===== src/rtl/subclr_pkg.sv =====
package subclr_pkg;

  // What a cycle means to the line sequencer.
  typedef enum logic [2:0] {
    LK_NONE,    // inside a line
    LK_FIELD,   // field marker, clears the sequence
    LK_GATE,    // sensor gate line begins
    LK_RELOAD,  // first line after the gate line: settings load here
    LK_COUNT,   // later line of an armed field
    LK_OFF      // line before any gate line
  } line_kind_e;

  function automatic line_kind_e classify(input logic fs, input logic ls,
                                          input logic gl, input logic seen,
                                          input logic armed);
    if (fs)    return LK_FIELD;
    if (!ls)   return LK_NONE;
    if (gl)    return LK_GATE;
    if (seen)  return LK_RELOAD;
    if (armed) return LK_COUNT;
    return LK_OFF;
  endfunction

endpackage


===== src/rtl/subclr_cfg.sv =====
module subclr_cfg #(
  parameter int PIX_W = 12,
  parameter int CNT_W = 12
) (
  input  logic                 clk,
  input  logic                 rst_n,
  input  logic                 cfg_wr,
  input  logic                 cfg_pol,
  input  logic [2*PIX_W-1:0]   cfg_main_pos,
  input  logic [2*PIX_W-1:0]   cfg_fine_pos,
  input  logic [CNT_W-1:0]     cfg_pulse_cnt,
  input  logic [CNT_W-1:0]     cfg_skip_lines,
  input  logic                 reload,
  output logic                 act_pol,
  output logic [2*PIX_W-1:0]   cur_main_pos,
  output logic [2*PIX_W-1:0]   cur_fine_pos,
  output logic [CNT_W-1:0]     cur_pulse_cnt,
  output logic [CNT_W-1:0]     cur_skip_lines
);
  localparam int POS_W = 2 * PIX_W;

  logic             hold_pol,  run_pol;
  logic [POS_W-1:0] hold_main, run_main, hold_fine, run_fine;
  logic [CNT_W-1:0] hold_cnt,  run_cnt,  hold_skip, run_skip;

  // Holding copy: written at any time.
  always_ff @(posedge clk or negedge rst_n) begin
    if (!rst_n) begin
      hold_pol <= 1'b0; hold_main <= '0; hold_fine <= '0;
      hold_cnt <= '0;   hold_skip <= '0;
    end else if (cfg_wr) begin
      hold_pol <= cfg_pol;        hold_main <= cfg_main_pos;
      hold_fine <= cfg_fine_pos;  hold_cnt  <= cfg_pulse_cnt;
      hold_skip <= cfg_skip_lines;
    end
  end

  // Running copy: loaded only on the line after the gate line.
  always_ff @(posedge clk or negedge rst_n) begin
    if (!rst_n) begin
      run_pol <= 1'b0; run_main <= '0; run_fine <= '0;
      run_cnt <= '0;   run_skip <= '0;
    end else if (reload) begin
      run_pol <= hold_pol;   run_main <= hold_main;
      run_fine <= hold_fine; run_cnt  <= hold_cnt;
      run_skip <= hold_skip;
    end
  end

  // The reload line already uses the new values in its first cycle.
  assign act_pol        = run_pol;
  assign cur_main_pos   = reload ? hold_main : run_main;
  assign cur_fine_pos   = reload ? hold_fine : run_fine;
  assign cur_pulse_cnt  = reload ? hold_cnt  : run_cnt;
  assign cur_skip_lines = reload ? hold_skip : run_skip;

  p_active_hold_r9: assert property (@(posedge clk) disable iff (!rst_n)
    !reload |=> $stable({run_pol, run_main, run_fine, run_cnt, run_skip}));

endmodule


===== src/rtl/subclr_line_seq.sv =====
module subclr_line_seq
  import subclr_pkg::*;
#(
  parameter int CNT_W = 12
) (
  input  logic             clk,
  input  logic             rst_n,
  input  logic             field_start,
  input  logic             line_start,
  input  logic             gate_line,
  input  logic             field_en,
  input  logic [CNT_W-1:0] cur_pulse_cnt,
  input  logic [CNT_W-1:0] cur_skip_lines,
  output logic             reload,
  output logic             line_evt,
  output logic             on_now,
  output logic             last_now
);
  localparam logic [CNT_W-1:0] CNT_ONE = CNT_W'(1);

  logic             gate_seen, armed, on_q, last_q;
  logic [CNT_W-1:0] wait_q, left_q, wait_v, left_v;
  line_kind_e       kind;
  logic             count_line, hold, fire;

  assign kind       = classify(field_start, line_start, gate_line, gate_seen, armed);
  assign reload     = (kind == LK_RELOAD);
  assign line_evt   = (kind != LK_NONE);
  assign count_line = (kind == LK_RELOAD) || (kind == LK_COUNT);
  assign wait_v     = reload ? cur_skip_lines : wait_q;
  assign left_v     = reload ? cur_pulse_cnt  : left_q;
  assign hold       = (wait_v != '0);
  assign fire       = count_line && !hold && (left_v != '0) && field_en;

  assign on_now   = line_evt ? fire : (on_q && field_en);
  assign last_now = line_evt ? (fire && left_v == CNT_ONE) : last_q;

  always_ff @(posedge clk or negedge rst_n) begin
    if (!rst_n) begin
      gate_seen <= 1'b0; armed <= 1'b0; on_q <= 1'b0; last_q <= 1'b0;
      wait_q <= '0; left_q <= '0;
    end else begin
      unique case (kind)
        LK_FIELD: begin
          gate_seen <= 1'b0; armed <= 1'b0; on_q <= 1'b0; last_q <= 1'b0;
        end
        LK_GATE: begin
          gate_seen <= 1'b1; on_q <= 1'b0; last_q <= 1'b0;
        end
        LK_OFF: begin
          on_q <= 1'b0; last_q <= 1'b0;
        end
        LK_RELOAD, LK_COUNT: begin
          if (reload) begin
            gate_seen <= 1'b0; armed <= 1'b1;
          end
          wait_q <= hold ? (wait_v - CNT_ONE) : wait_v;
          left_q <= fire ? (left_v - CNT_ONE) : left_v;
          on_q   <= fire;
          last_q <= fire && (left_v == CNT_ONE);
        end
        default: ;
      endcase
    end
  end

  p_off_quiet_r1: assert property (@(posedge clk) disable iff (!rst_n)
    (kind == LK_OFF) |=> !on_q);
  p_gate_quiet_r2: assert property (@(posedge clk) disable iff (!rst_n)
    (kind == LK_GATE || kind == LK_FIELD) |=> !on_q);
  p_skip_blocks_r3: assert property (@(posedge clk) disable iff (!rst_n)
    (kind == LK_COUNT && wait_q != '0) |=> !on_q);
  p_count_spent_r4: assert property (@(posedge clk) disable iff (!rst_n)
    (kind == LK_COUNT && left_q == '0) |=> !on_q);
  p_last_is_on_r6: assert property (@(posedge clk) disable iff (!rst_n)
    last_q |-> on_q);

endmodule


===== src/rtl/subclr_toggle.sv =====
module subclr_toggle #(
  parameter int PIX_W = 12
) (
  input  logic               clk,
  input  logic               rst_n,
  input  logic [PIX_W-1:0]   pix_i,
  input  logic [2*PIX_W-1:0] pos_i,
  input  logic               restart,
  input  logic               run,
  output logic               lvl_q
);
  logic [PIX_W-1:0] rise_at, fall_at;
  logic             lvl_n;

  assign rise_at = pos_i[PIX_W-1:0];
  assign fall_at = pos_i[2*PIX_W-1:PIX_W];

  // One pixel step of the toggle pair; equal positions never pulse.
  function automatic logic step(input logic from, input logic [PIX_W-1:0] p,
                                input logic [PIX_W-1:0] up,
                                input logic [PIX_W-1:0] dn);
    if (up == dn) return 1'b0;
    if (p == up)  return 1'b1;
    if (p == dn)  return 1'b0;
    return from;
  endfunction

  assign lvl_n = run ? step(restart ? 1'b0 : lvl_q, pix_i, rise_at, fall_at) : 1'b0;

  always_ff @(posedge clk or negedge rst_n) begin
    if (!rst_n) lvl_q <= 1'b0;
    else        lvl_q <= lvl_n;
  end

  p_equal_pos_r5: assert property (@(posedge clk) disable iff (!rst_n)
    (rise_at == fall_at) |=> !lvl_q);
  p_rise_at_pos_r5: assert property (@(posedge clk) disable iff (!rst_n)
    $rose(lvl_q) |-> $past(pix_i == rise_at));

endmodule


===== src/rtl/subclr_pulse_gen.sv =====
module subclr_pulse_gen #(
  parameter int PIX_W   = 12,
  parameter int CNT_W   = 12,
  parameter int NUM_OUT = 2
) (
  input  logic                 clk,
  input  logic                 rst_n,
  input  logic [PIX_W-1:0]     pix_cnt,
  input  logic                 line_start,
  input  logic                 field_start,
  input  logic                 gate_line,
  input  logic                 field_en,
  input  logic                 cfg_wr,
  input  logic                 cfg_pol,
  input  logic [2*PIX_W-1:0]   cfg_main_pos,
  input  logic [2*PIX_W-1:0]   cfg_fine_pos,
  input  logic [CNT_W-1:0]     cfg_pulse_cnt,
  input  logic [CNT_W-1:0]     cfg_skip_lines,
  output logic [NUM_OUT-1:0]   clr_o
);
  localparam int POS_W = 2 * PIX_W;

  logic             reload, line_evt, on_now, last_now, act_pol;
  logic [POS_W-1:0] cur_main_pos, cur_fine_pos;
  logic [CNT_W-1:0] cur_pulse_cnt, cur_skip_lines;
  logic             lvl_main, lvl_fine;

  subclr_cfg #(.PIX_W(PIX_W), .CNT_W(CNT_W)) u_cfg (
    .clk(clk), .rst_n(rst_n), .cfg_wr(cfg_wr), .cfg_pol(cfg_pol),
    .cfg_main_pos(cfg_main_pos), .cfg_fine_pos(cfg_fine_pos),
    .cfg_pulse_cnt(cfg_pulse_cnt), .cfg_skip_lines(cfg_skip_lines),
    .reload(reload), .act_pol(act_pol),
    .cur_main_pos(cur_main_pos), .cur_fine_pos(cur_fine_pos),
    .cur_pulse_cnt(cur_pulse_cnt), .cur_skip_lines(cur_skip_lines)
  );

  subclr_line_seq #(.CNT_W(CNT_W)) u_seq (
    .clk(clk), .rst_n(rst_n), .field_start(field_start),
    .line_start(line_start), .gate_line(gate_line), .field_en(field_en),
    .cur_pulse_cnt(cur_pulse_cnt), .cur_skip_lines(cur_skip_lines),
    .reload(reload), .line_evt(line_evt), .on_now(on_now), .last_now(last_now)
  );

  subclr_toggle #(.PIX_W(PIX_W)) u_main (
    .clk(clk), .rst_n(rst_n), .pix_i(pix_cnt), .pos_i(cur_main_pos),
    .restart(line_evt), .run(on_now), .lvl_q(lvl_main)
  );

  subclr_toggle #(.PIX_W(PIX_W)) u_fine (
    .clk(clk), .rst_n(rst_n), .pix_i(pix_cnt), .pos_i(cur_fine_pos),
    .restart(line_evt), .run(on_now && last_now), .lvl_q(lvl_fine)
  );

  for (genvar g = 0; g < NUM_OUT; g++) begin : g_out
    assign clr_o[g] = act_pol ^ (lvl_main | lvl_fine);
  end

  p_idle_when_disabled_r8: assert property (@(posedge clk) disable iff (!rst_n)
    !field_en |=> (clr_o == {NUM_OUT{act_pol}}));
  p_field_clears_r2: assert property (@(posedge clk) disable iff (!rst_n)
    field_start |=> (clr_o == {NUM_OUT{act_pol}}));
  p_fine_on_last_r6: assert property (@(posedge clk) disable iff (!rst_n)
    (lvl_fine && !line_evt) |-> last_now);

endmodule


===== config.mk =====
export PLATFORM = sky130hd
export DESIGN_NAME = subclr_pulse_gen
export DESIGN_NICKNAME = d
export VERILOG_FILES = /design/src/rtl/subclr_pkg.sv /design/src/rtl/subclr_cfg.sv /design/src/rtl/subclr_line_seq.sv /design/src/rtl/subclr_toggle.sv /design/src/rtl/subclr_pulse_gen.sv
export SDC_FILE = /design/constraint.sdc
export NUM_CORES = 1
export LEC_CHECK = 0
export BUFFER_PORTS_ARGS = -buffer_cell sky130_fd_sc_hd__buf_2
export CORE_ASPECT_RATIO = 0.7
export CORE_MARGIN = 4
export CORE_UTILIZATION = 46
export CTS_CLUSTER_DIAMETER = 200
export DETAILED_ROUTE_END_ITERATION = 10
export PLACE_DENSITY = 0.65
export SETUP_SLACK_MARGIN = 0.02
export SLEW_MARGIN = 20
export SYNTH_ARGS = -nofsm -noshare
export SYNTH_HDL_FRONTEND = slang
export SYNTH_SLANG_ARGS = --single-unit

===== constraint.sdc =====
create_clock -name clk -period 3.9 [get_ports clk]
set_input_delay 0.195 -clock clk [delete_from_list [all_inputs] [get_ports clk]]
set_output_delay 0.195 -clock clk [all_outputs]
set_load 0.02 [all_outputs]

==> impl_metrics.ini <==
[logic_synthesis]
synthCells = 736
yosys_warnings = 0
synth.lib_cells_used.distinct = 68
synth_top_cells_by_area = sky130_fd_sc_hd__dfrtp_1 47%, sky130_fd_sc_hd__mux2_2 12%, sky130_fd_sc_hd__xnor2_1 5.6%
synthFlopType = sky130_fd_sc_hd__dfrtp_1
yosys_register_bits = 152
synth_seq_area_share_pct = 46.6
synth_top_area_cell = sky130_fd_sc_hd__dfrtp_1
netlist_top_cells_count = 152 x sky130_fd_sc_hd__dfrtp_1, 87 x sky130_fd_sc_hd__mux2_2, 54 x sky130_fd_sc_hd__nand2_1, 52 x sky130_fd_sc_hd__xnor2_1, 44 x sky130_fd_sc_hd__xor2_1
postSynth.asyncResetShare_pct = 100
synth_edf_count = 0
synth_area_mm2 = 0.00817
synthDominantCellAreaShare_pct = 46.6
mappedNetlistNets = 833
avgSynthCellArea_um2 = 11.1
synth.most_common_cell = sky130_fd_sc_hd__dfrtp_1

[final_layout]
nets = 983
seqCellArea_mm2 = 0.00380
post_route_cells_drive_above_1_share_pct = 26.8
filler_cell_count = 1453
final_cell_count_no_fill = 1130
multiInputGateArea_mm2 = 0.00403
finalInstanceArea_mm2 = 0.0100
area_growth_pct = 22.6

[setup_path]
end_kind = flip-flop
crit_arrival_ns = 3.74
cp_num_buf_inv = 2
critical_path_required_ns = 4.21
cp-start-kind = input pin
r2r_slack_ns = 0.53
r2r.worst_path.cells = 8
setup.worst_path.class = in2reg
path_delay_family = simple AND/OR/NAND/NOR gates
critical_path.max_stage_delay_ns = 0.54
cpMaxStageDelayCell = sky130_fd_sc_hd__dlygate4sd3_1
cell_chain_of_the_critical_path = dlygate4sd3_1 > buf_2 > and4bb_2 > mux2i_1 > ha_1 > nand4_1 > a22o_1 > nor3_4 > o21ai_1 > a2111oi_2
timing.rr.start = u_seq.gate_seen$_DFFE_PN0P_
critical_path_peak_fanout = 19
crit-reg2reg-capture = u_fine.lvl_q$_DFFE_PN0P_

[clock_tree]
cts_tree = yes
htreeDepth = 4
cts-buffers-inserted = 17
cts_root_buf = sky130_fd_sc_hd__clkbuf_16
tritoncts_num_sinks = 152
path_clk_slew_ns = 0.06
cts.path.max_buffers = 2
worstSkewPairLatency_ns = 0.43
post_cts_resized = 0

[power]
power_density_mw_per_mm2 = 489
leakage_power_of_the_design_nw = 4.43
power.ir.vdd_worst_uv = 208
post-layout-total-power_mw = 4.90

[timing]
clock-skew-final_ns = 0.00744
post-route-period-util_pct = 88.1
finalWorstSetupSlack_ns = 0.464
timing.final.crit_period_ns = 3.44
slew_violations = 0
setup_viol = 0
timing.fmax_mhz = 291
hold_violations = 0
remaining_max_slew_budget_at_the_tightest_pin_pct = 34.2
grt_setup_unrepaired = false
fin_setup_tns_ns = 0
max_slew.worst_pin.slew_ns = 0.987

[route]
first_iter_violations = 488
dr_total_vias = 6269
route.detailed.drc = 0
drt_wl_total_um = 20700
avgViaCountPerCell = 5.55
drtPass1Iterations = 7
antenna_left = 0
routed_wire_length_per_instance_um = 18.4

[min_path]
hold_class = in2reg
hold_path_depth = 2
worstHoldEndpoint = u_cfg.hold_fine[22]$_DFFE_PN0P_
worst_hold_startpoint = cfg_fine_pos[22]

[floorplan]
dieArea_mm2 = 0.0200
ios = 94
placement_rows = 40
die_height_um = 119
initial_core_util_pct = 47.3
die_width_um = 167
placeableCoreArea_mm2 = 0.0173

[placed_design]
area_post_placement_mm2 = 0.00882
dpl.hpwl_um = 14300
routabilityCongestion = 0.879
placement.io_buffers = 93
pre_cts_ws_ns = 0.590
place.detailed.instances = 1033

[global_routing]
grt_pass1_wl_um = 34100
grt_max_degree = 94
track_usage_pct = 21.4
grt_overflow_total = 0
initial_antenna_violation_count = 1
first_global_vias = 6287

[run]
timing.max_cap.violations = 0

[status]
outcome = finished clean
## metrics by stage
stage,util [%],hold WS (ns)
floorplan,-,-0.101
global route,58.0,0.00540
finish,58.0,0.0152
CTS,57.9,0.00215
detailed placement,51.1,0.346
global placement,51.1,0.337
## sequential cells by signal (all words and copies together), names as in the netlist, 12 cells and up
name,flops
u_cfg.hold_cnt,12
u_cfg.hold_fine,24
u_cfg.hold_main,24
u_cfg.hold_skip,12
u_cfg.run_fine,24
u_cfg.run_main,24
u_seq.left_q,12
u_seq.wait_q,12
## worst max path at each step
stage                                start                       end  slack [ns]  depth (start not counted)
5_1_grt                        field_start  u_fine.lvl_q$_DFFE_PN0P_        0.24                         10
3_3_place_gp   u_seq.gate_seen$_DFFE_PN0P_  u_fine.lvl_q$_DFFE_PN0P_        0.81                          8
6_report                       field_start  u_fine.lvl_q$_DFFE_PN0P_        0.46                         10
4_1_cts                        field_start  u_fine.lvl_q$_DFFE_PN0P_        0.52                         10
3_5_place_dp   u_seq.gate_seen$_DFFE_PN0P_  u_fine.lvl_q$_DFFE_PN0P_        0.59                          8
2_1_floorplan  u_seq.gate_seen$_DFFE_PN0P_  u_fine.lvl_q$_DFFE_PN0P_        0.79                         12
## per-layer routing
metal	vias up	wire length [µm]	global-route usage (%)
li1	2919	-	-
met1	3098	9790	31.7
met2	225	9380	32.1
met3	27	1220	3.75
met4	0	349	6.79
met5	-	0	0
## final cells by class
type / instances / area share, %
Timing Repair Buffer: 166 / 12.0
Clock inverter: 9 / 0.762
Antenna cell: 1 / 0.0250
Sequential cell: 152 / 38.0
Clock buffer: 22 / 4.63
Inverter: 42 / 1.57
Multi-Input combinational cell: 507 / 40.2
Tap cell: 231 / 2.89
## repair_timing
item	in CTS	in global routing
setup buffers	0	0
endpoints found under the hold margin	154	1
hold buffers	64	1
## cells by family (layout without fill, tap and decap cells)
group / after synthesis / count (layout) / share of synthesized area, %
compound gates: 91 / 91 / 7.73
flops: 152 / 152 / 46.6
xor+xnor: 96 / 96 / 10.3
mux: 131 / 131 / 18.3
fa+ha+maj: 5 / 5 / 0.766
simple gates: 184 / 184 / 12.0
buf+inv: 77 / 239 / 4.37
other cells: 0 / 1 / 0
## layout by cell type, fill, tap and decap left out, types with 21 or more instances in the layout
cell type,count
sky130_fd_sc_hd__o21ai_0,21
sky130_fd_sc_hd__mux2_2,87
sky130_fd_sc_hd__nor4_1,31
sky130_fd_sc_hd__dfrtp_1,152
sky130_fd_sc_hd__nor2_1,25
sky130_fd_sc_hd__inv_1,42
sky130_fd_sc_hd__xor2_1,44
sky130_fd_sc_hd__buf_2,91
sky130_fd_sc_hd__dlygate4sd3_1,65
sky130_fd_sc_hd__nand2_1,54
sky130_fd_sc_hd__xnor2_1,52
sky130_fd_sc_hd__mux2i_1,33
## where the power goes
part	internal [mW]	switching [mW]
Clock	0.901	0.639
Combinational	0.600	0.625
Sequential	1.86	0.272
Total	3.36	1.54
Power figures use the tool's default switching activity.
